<file path="src/rtl/rdma_port.sv">
module rdma_port #(
  parameter int AW = 16,
  parameter int MEM_BYTES = 32768,
  parameter int PROM_BYTES = 32,
  parameter int PMEM_START = 16384
) (
  input  logic          clk,
  input  logic          rst,
  input  logic          host_rd,
  input  logic          host_wr,
  input  logic [1:0]    host_size,
  input  logic [31:0]   host_wdata,
  output logic [31:0]   host_rdata,
  input  logic [7:0]    ld_data,
  input  logic          sar_lo_ld,
  input  logic          sar_hi_ld,
  input  logic          cnt_lo_ld,
  input  logic          cnt_hi_ld,
  input  logic          cmd_ld,
  input  logic          isr_ld,
  input  logic          imr_ld,
  input  logic [7:0]    ring_start,
  input  logic [7:0]    ring_stop,
  input  logic [6:0]    evt_set,
  output logic [AW-1:0] mem_addr,
  output logic          mem_we,
  output logic [3:0]    mem_wmask,
  output logic [31:0]   mem_wdata,
  input  logic [31:0]   mem_rdata,
  output logic [AW-1:0] sar,
  output logic [15:0]   cnt,
  output logic [7:0]    cmd,
  output logic [7:0]    isr,
  output logic [7:0]    imr,
  output logic          irq
);
  localparam logic [AW-1:0] STOP_PAD = '0;

  logic [2:0]    nbytes;
  logic [AW-1:0] base, sar_inc, sar_next, ring_lo, ring_hi;
  logic          wr_ok, go, done, cmd_rdc;
  logic [7:0]    isr_next;

  assign nbytes   = (host_size == 2'd0) ? 3'd1 : (host_size == 2'd1) ? 3'd2 : 3'd4;
  assign base     = (host_size == 2'd0) ? sar : {sar[AW-1:1], 1'b0};
  assign wr_ok    = host_wr && (cnt != 16'd0);
  assign go       = host_rd || wr_ok;
  assign done     = go && (cnt <= {13'd0, nbytes});
  assign ring_lo  = STOP_PAD | (AW'(ring_start) << 8);
  assign ring_hi  = STOP_PAD | (AW'(ring_stop) << 8);
  assign sar_inc  = sar + AW'(nbytes);
  assign sar_next = (sar_inc == ring_hi) ? ring_lo : sar_inc;
  assign cmd_rdc  = cmd_ld && !ld_data[0] && (ld_data[4:3] != 2'b00) && (cnt == 16'd0);

  assign mem_addr  = base;
  assign mem_we    = wr_ok && !host_rd;
  assign mem_wdata = host_wdata;

  for (genvar i = 0; i < 4; i++) begin : g_lane
    logic [AW:0] a;
    logic        ok, used;
    assign a    = {1'b0, base} + (AW+1)'(i);
    assign ok   = (a < (AW+1)'(PROM_BYTES)) ||
                  ((a >= (AW+1)'(PMEM_START)) && (a < (AW+1)'(MEM_BYTES)));
    assign used = i < int'(nbytes);
    assign host_rdata[8*i +: 8] = !used ? 8'h00 : ok ? mem_rdata[8*i +: 8] : 8'hFF;
    assign mem_wmask[i] = used && ok && mem_we;
  end

  always_comb begin
    isr_next = isr;
    if (cmd_ld && !ld_data[0]) isr_next[7] = 1'b0;
    if (isr_ld) isr_next[6:0] = isr_next[6:0] & ~ld_data[6:0];
    isr_next[6:0] = isr_next[6:0] | evt_set;
    if (done || cmd_rdc) isr_next[6] = 1'b1;
  end

  assign irq = |(isr[6:0] & imr[6:0]);

  always_ff @(posedge clk) begin
    if (rst) begin
      sar <= '0;
      cnt <= '0;
      cmd <= 8'h22;
      isr <= 8'h80;
      imr <= 8'h00;
    end else begin
      isr <= isr_next;
      if (cmd_ld) cmd <= ld_data;
      if (imr_ld) imr <= ld_data;
      if (sar_lo_ld || sar_hi_ld) begin
        if (sar_lo_ld) sar[7:0] <= ld_data;
        if (sar_hi_ld) sar[15:8] <= ld_data;
      end else if (go) begin
        sar <= sar_next;
      end
      if (cnt_lo_ld || cnt_hi_ld) begin
        if (cnt_lo_ld) cnt[7:0] <= ld_data;
        if (cnt_hi_ld) cnt[15:8] <= ld_data;
      end else if (go) begin
        cnt <= done ? 16'd0 : cnt - {13'd0, nbytes};
      end
    end
  end
endmodule

</file>
<file path="config.mk">
export PLATFORM = sky130hd
export DESIGN_NAME = rdma_port
export DESIGN_NICKNAME = d
export VERILOG_FILES = /design/src/rtl/rdma_port.sv
export SDC_FILE = /design/constraint.sdc
export NUM_CORES = 1
export LEC_CHECK = 0
export ABC_AREA = 1
export BUFFER_PORTS_ARGS = -buffer_cell sky130_fd_sc_hd__clkbuf_2
export CORE_ASPECT_RATIO = 0.8
export CORE_MARGIN = 4
export CORE_UTILIZATION = 47
export CTS_CLUSTER_DIAMETER = 200
export DETAILED_ROUTE_END_ITERATION = 8
export PLACE_DENSITY = 0.91
export SKIP_LAST_GASP = 1
export SLEW_MARGIN = 40
export SYNTH_ARGS = -nofsm -noshare
export SYNTH_HDL_FRONTEND = slang
export SYNTH_SLANG_ARGS = --single-unit
</file>
<file path="constraint.sdc">
create_clock -name clk -period 3.2 [get_ports clk]
set_clock_uncertainty 0.15 [all_clocks]
set_input_delay 0 -clock clk [delete_from_list [all_inputs] [get_ports clk]]
set_output_delay 0 -clock clk [all_outputs]
set_load 0.05 [all_outputs]
</file>
-- Yosys cells after proc, flatten, opt, wreduce, memory -nomap -nowiden
Cells that the tools add are included.
- register bits after elaboration: 56
- bits in latches: 0
- RAM bits: 0
- ROM bits: 0
- bits of input ports: 108
- output and inout bits: 142
- logic and storage cells: 102
- memories: 0
- add/subtract/negate cells: 5
- multiply operators: 0
- div/mod/pow operators: 0
- order comparisons: 17
- equal/unequal tests: 6
- shift-type cells: 0
- mux-type cells: 23
- bitwise operators: 4
- reductions and logical operators: 39
- operator list (operator ; count):
    $mux W16 ; 6
    $mux W8 ; 12
    $ge A17 B15 Y1 const B ; 3
    $lt A17 B16 Y1 const B ; 3
    $lt A17 B6 Y1 const B ; 3
    $add A16 B2 Y17 const B ; 2
    $logic_and A1 B1 Y1 ; 18
    $add A16 B1 Y17 const B ; 1
    $add A16 B3 Y16 ; 1
    $eq A16 B16 Y1 ; 1
    $ge A16 B15 Y1 const B ; 1
    $le A16 B3 Y1 ; 1
    $logic_not A16 Y1 ; 1
    $lt A16 B16 Y1 const B ; 1
    $lt A16 B6 Y1 const B ; 1
    $reduce_bool A16 Y1 ; 1
    $sub A16 B3 Y16 ; 1
    $and A7 B7 Y7 ; 2
    $logic_or A1 B1 Y1 ; 8
    $ne A2 B2 Y1 const B ; 4
    $reduce_and A2 Y1 ; 4
    $mux W7 ; 1
    $not A7 Y7 ; 1
    $or A7 B7 Y7 ; 1
    9 further kinds ; 16

-- Logic depth before layout (Yosys ltp)
- depth in word-level cells: 8
- depth in mapped cells: 20
- mapped depth without buffers: 19

-- Worst setup path before layout
Ideal clock, no wire load.
- path kind: register -> output
- from: register sar[0]
- to: output port mem_wmask[1]
- arrival time: 3605 ps
- data required time: 3050 ps
- slack: -555 ps
- cell stages (with the launch flop): 10
- buffers on the path: 1
- path through: dfxtp_1 ha_1 buf_2 nand2_1 o21ai_0 nand2_1 a21oi_1 nand3_1 o21a_1 nor4_1
- word-level cells in the longest chain between the ends: 7
- elaborated cells between the ends (all ways): 9
- those cells by class: 1 x add/sub; 3 x order compare; 1 x mux; 4 x reduce/logical
- ends and longest elaborated chain (element ; RTL line ; text):
    start: declaration ; 30 ; output logic [AW-1:0] sar,
    start signal: assignment ; 92 ; if (sar_lo_ld) sar[7:0] <= ld_data;
    start signal: assignment ; 95 ; sar <= sar_next;
    $mux W1 * ; 45 ; assign base = (host_size == 2'd0) ? sar : {sar[AW-1:1], 1'b0};
    named net mem_addr[0] ; 25 ; output logic [AW-1:0] mem_addr,
    $add A16 B1 Y17 * ; 62 ; assign a = {1'b0, base} + (AW+1)'(i);
    $ge A17 B15 Y1 / $lt A17 B16 Y1 (equally long branches) ; 64 ; ((a >= (AW+1)'(PMEM_START)) && (a < (AW+1)'(MEM_BYTES)));
    $logic_and A1 B1 Y1 ; 64 ;
    $logic_or A1 B1 Y1 * ; 63 ; assign ok = (a < (AW+1)'(PROM_BYTES)) ||
    $logic_and A1 B1 Y1 * (2 in a row) ; 67 ; assign mem_wmask[i] = used && ok && mem_we;
    end: declaration ; 27 ; output logic [3:0] mem_wmask,
Mark *: on every way through the listed nets, which the timed path passes. The rest lies on a longest branch.

-- Worst setup path after layout
- from: register sar[6]
- to: output port host_rdata[21]
- word-level cells in the longest chain between the ends: 6
- elaborated cells between the ends (all ways): 8
- those cells by class: 1 x add/sub; 3 x order compare; 2 x mux; 2 x reduce/logical
- ends and longest elaborated chain (element ; RTL line ; text):
    $add A16 B2 Y17 * ; 62 ;
    $ge A17 B15 Y1 / $lt A17 B16 Y1 (equally long branches) ; 64 ;
    $logic_and A1 B1 Y1 ; 64 ;
    $logic_or A1 B1 Y1 * ; 63 ;
    $mux W8 * (2 in a row) ; 66 ; assign host_rdata[8*i +: 8] = !used ? 8'h00 : ok ? mem_rdata[8*i +: 8] : 8'hFF;
    end: declaration ; 13 ; output logic [31:0] host_rdata,
Every way passes the cells marked *; elsewhere a longest branch is shown, timed or not.

==> metrics.txt <==
cell taking the most area after synthesis dfxtp_1; Syn Nets 927; HP Class input pin to register; Arr. time, crit path 2.83 ns; register area share after synthesis 0.228; Iter 0 DRT Violations 697; Top FF cell, synth dfxtp_1; RSZ-0062 raised after global routing false; EDFF count, synth 0; Setup TNS 0 ns; largest net degree at the start of global routing 45; Post-Layout Inst Area 6540 µm²; Ys Warns 0; TritonCTS Buffers 5; residual DRC count 0; diodes inserted 0; Critical Path Fanout Max 9; area post-placement 5660 µm²; initial core utilization 0.480; clk_lat worst skew 0.29 ns; Root Buffer clkbuf_16; Final Hold Vio Count 0; crit path time final 2.98 ns; Worst setup SP type register; Final nets 1,133; most frequent cells in the layout clkbuf_2, nand2_1, inv_1, nor2_1, dlygate4sd3_1; critical path's slowest cell dfxtp_1; Routed WL 18,800 µm; relative slew slack 0.568; clk sink count 56; placed insts 1,077; final setup margin 0.220 ns; Post-synth ARST share 0; final slew viol count 0; fraction of layout cells with a size suffix above 1 0.250; max frequency 336 MHz; status completed; overall global routing resource usage 0.296; Via density 5.41; initial antenna violation count 0; CP Capture Type output port; CTS max path bufs 2; H-tree levels 2; Tot Pwr 2.64 mW; top post-synthesis cells by area dfxtp_1, nand2_1, inv_1; max_cap viols 0; Critical path buffers and inverters 3; via count 6,267; setup bufs post-CTS 0; Hold WS 0.0164 ns; number of global-route vias before repair 5,753; Routed Antenna Nets 0; Synth Instances 811; Lkg Pwr 3.37 nW; Placer Congestion 1.09; Rows 33; area share of the largest cell type after synthesis 0.228; Peak VDD IR 0.000252 V; leading cell type in the layout, fill and taps excluded clkbuf_2; Place WS 0.402 ns; clock slew at reported path FFs 0.07 ns; Initial DRT Pass Iterations 5; CTS tree built; Syn-to-layout area delta 33.2%; Pwr Density 404 nW/µm²; critical path class register to output port; most used cell, CP nand2_1; die span in y 99.4 µm; IO Pins 250; final cycle utilization of the critical path 0.931; Die W 122 µm; drt wl/cell 16.3 µm; critical-path cell list nand2_2, nor2_2, nand2_1, inv_2, nand2_1, xor2_1, nor2_1, nand4_1, o21ai_0, nand2_1, o21ai_0, inv_1, clkbuf_2; Port Buf Inserts 185; first-pass GRT wire length 29,000 µm; CP Data Required Time 3.05 ns; CORE AREA 10,200 µm²; Crit path max-delay family simple AND/OR/NAND/NOR gates; final setup violation count 0; Die ar. 12,200 µm²; worst-margin pin slew 0.647 ns; Synth cell types 39; Cell Area, Synth 4910 µm²; Final Util 0.639; max incr delay on CP 0.54 ns; final std cells w/o fill 1,158; grt ovf 0; Mean Syn Cell Area 6.06 µm²; #FFs+latches synth 56; detailed placer's ending HPWL 13,600 µm
==> Yosys cell counts, types with 7 or more instances <==
master / instances
xor2_1: 22
nand3_1: 58
clkbuf_1: 15
nand2_2: 9
buf_2: 7
inv_2: 12
inv_1: 106
ha_1: 7
a21oi_1: 70
buf_4: 48
or2_2: 9
dfxtp_1: 56
nand4_1: 19
o21ai_0: 65
nand2_1: 142
nor2_1: 103
nor3_1: 18
==> final cells by class <==
type / instances / area, µm²
Fill cell: 918 / 3700
Multi-Input combinational cell: 565 / 2900
Timing Repair Buffer: 269 / 1750
Sequential cell: 56 / 1120
Inverter: 120 / 450
Tap cell: 140 / 175
Clock buffer: 6 / 129
Clock inverter: 2 / 16.3
==> sequential cells by signal (all words and copies together) (netlist names) <==
signal / count
cnt: 16
cmd: 8
sar: 16
isr: 8
imr: 8
==> power breakdown <==
| part | switching (mW) | leakage (nW) | internal (mW) |
|---|---|---|---|
| combinational | 0.910 | 2.84 | 0.340 |
| clock | 0.262 | 0.0671 | 0.293 |
| sequential | 0.0858 | 0.466 | 0.752 |
| total | 1.26 | 3.37 | 1.39 |
==> routing by layer <==
metal  routed length [µm]  vias up  part of all wire  GRT usage
li1                     -     2978                 -          -
met1                 7430     2771              0.39      0.406
met2                 8570      467              0.46      0.480
met3                 2230       51              0.12     0.0460
met4                  586        0             0.031     0.0921
met5                    0        -                 0          0
==> worst register-to-register path, delay by kind of cell, from the launching register on <==
kind	cells	cell delay, ns
adders and majority gates	1	0.34
DFF	1	0.52
AOI/OAI and AO/OA	1	0.15
xor gates and xnor gates	1	0.24
and+or+nand+nor	9	1.25
==> what timing repair did <==
item                                   in CTS  in global routing
hold buffers                               73                  0
setup endpoints to repair                   0                  8
gates resized for setup                     0                  1
endpoints found under the hold margin      66                  0
==> path summary, 6_finish.rpt <==
| check | start | to | slack (ns) | depth (start not counted) |
|---|---|---|---|---|
| setup / recovery | sar[6]$_SDFFE_PP0P_ | host_rdata[21] | 0.22 | 13 |
| hold / removal | ring_start[1] | sar[9]$_SDFFE_PP0P_ | 0.02 | 5 |
| setup reg to reg | sar[1]$_SDFFE_PP0P_ | sar[9]$_SDFFE_PP0P_ | 0.49 | 12 |
| hold reg to reg | isr[7]$_SDFFE_PP1P_ | isr[7]$_SDFFE_PP1P_ | 0.33 | 2 |
==> kinds of logic after synthesis <==
| group | count (synthesis) | share of synthesized area |
|---|---|---|
| AND/OR/NAND/NOR | 373 | 0.344 |
| XOR/XNOR | 28 | 0.0515 |
| flip-flops | 56 | 0.228 |
| AO/OA/AOI/OAI | 156 | 0.171 |
| buffers and inverters | 190 | 0.184 |
| adder cells (fa/ha/maj) | 8 | 0.0219 |
No activity file was read; power rests on OpenSTA's default activity.
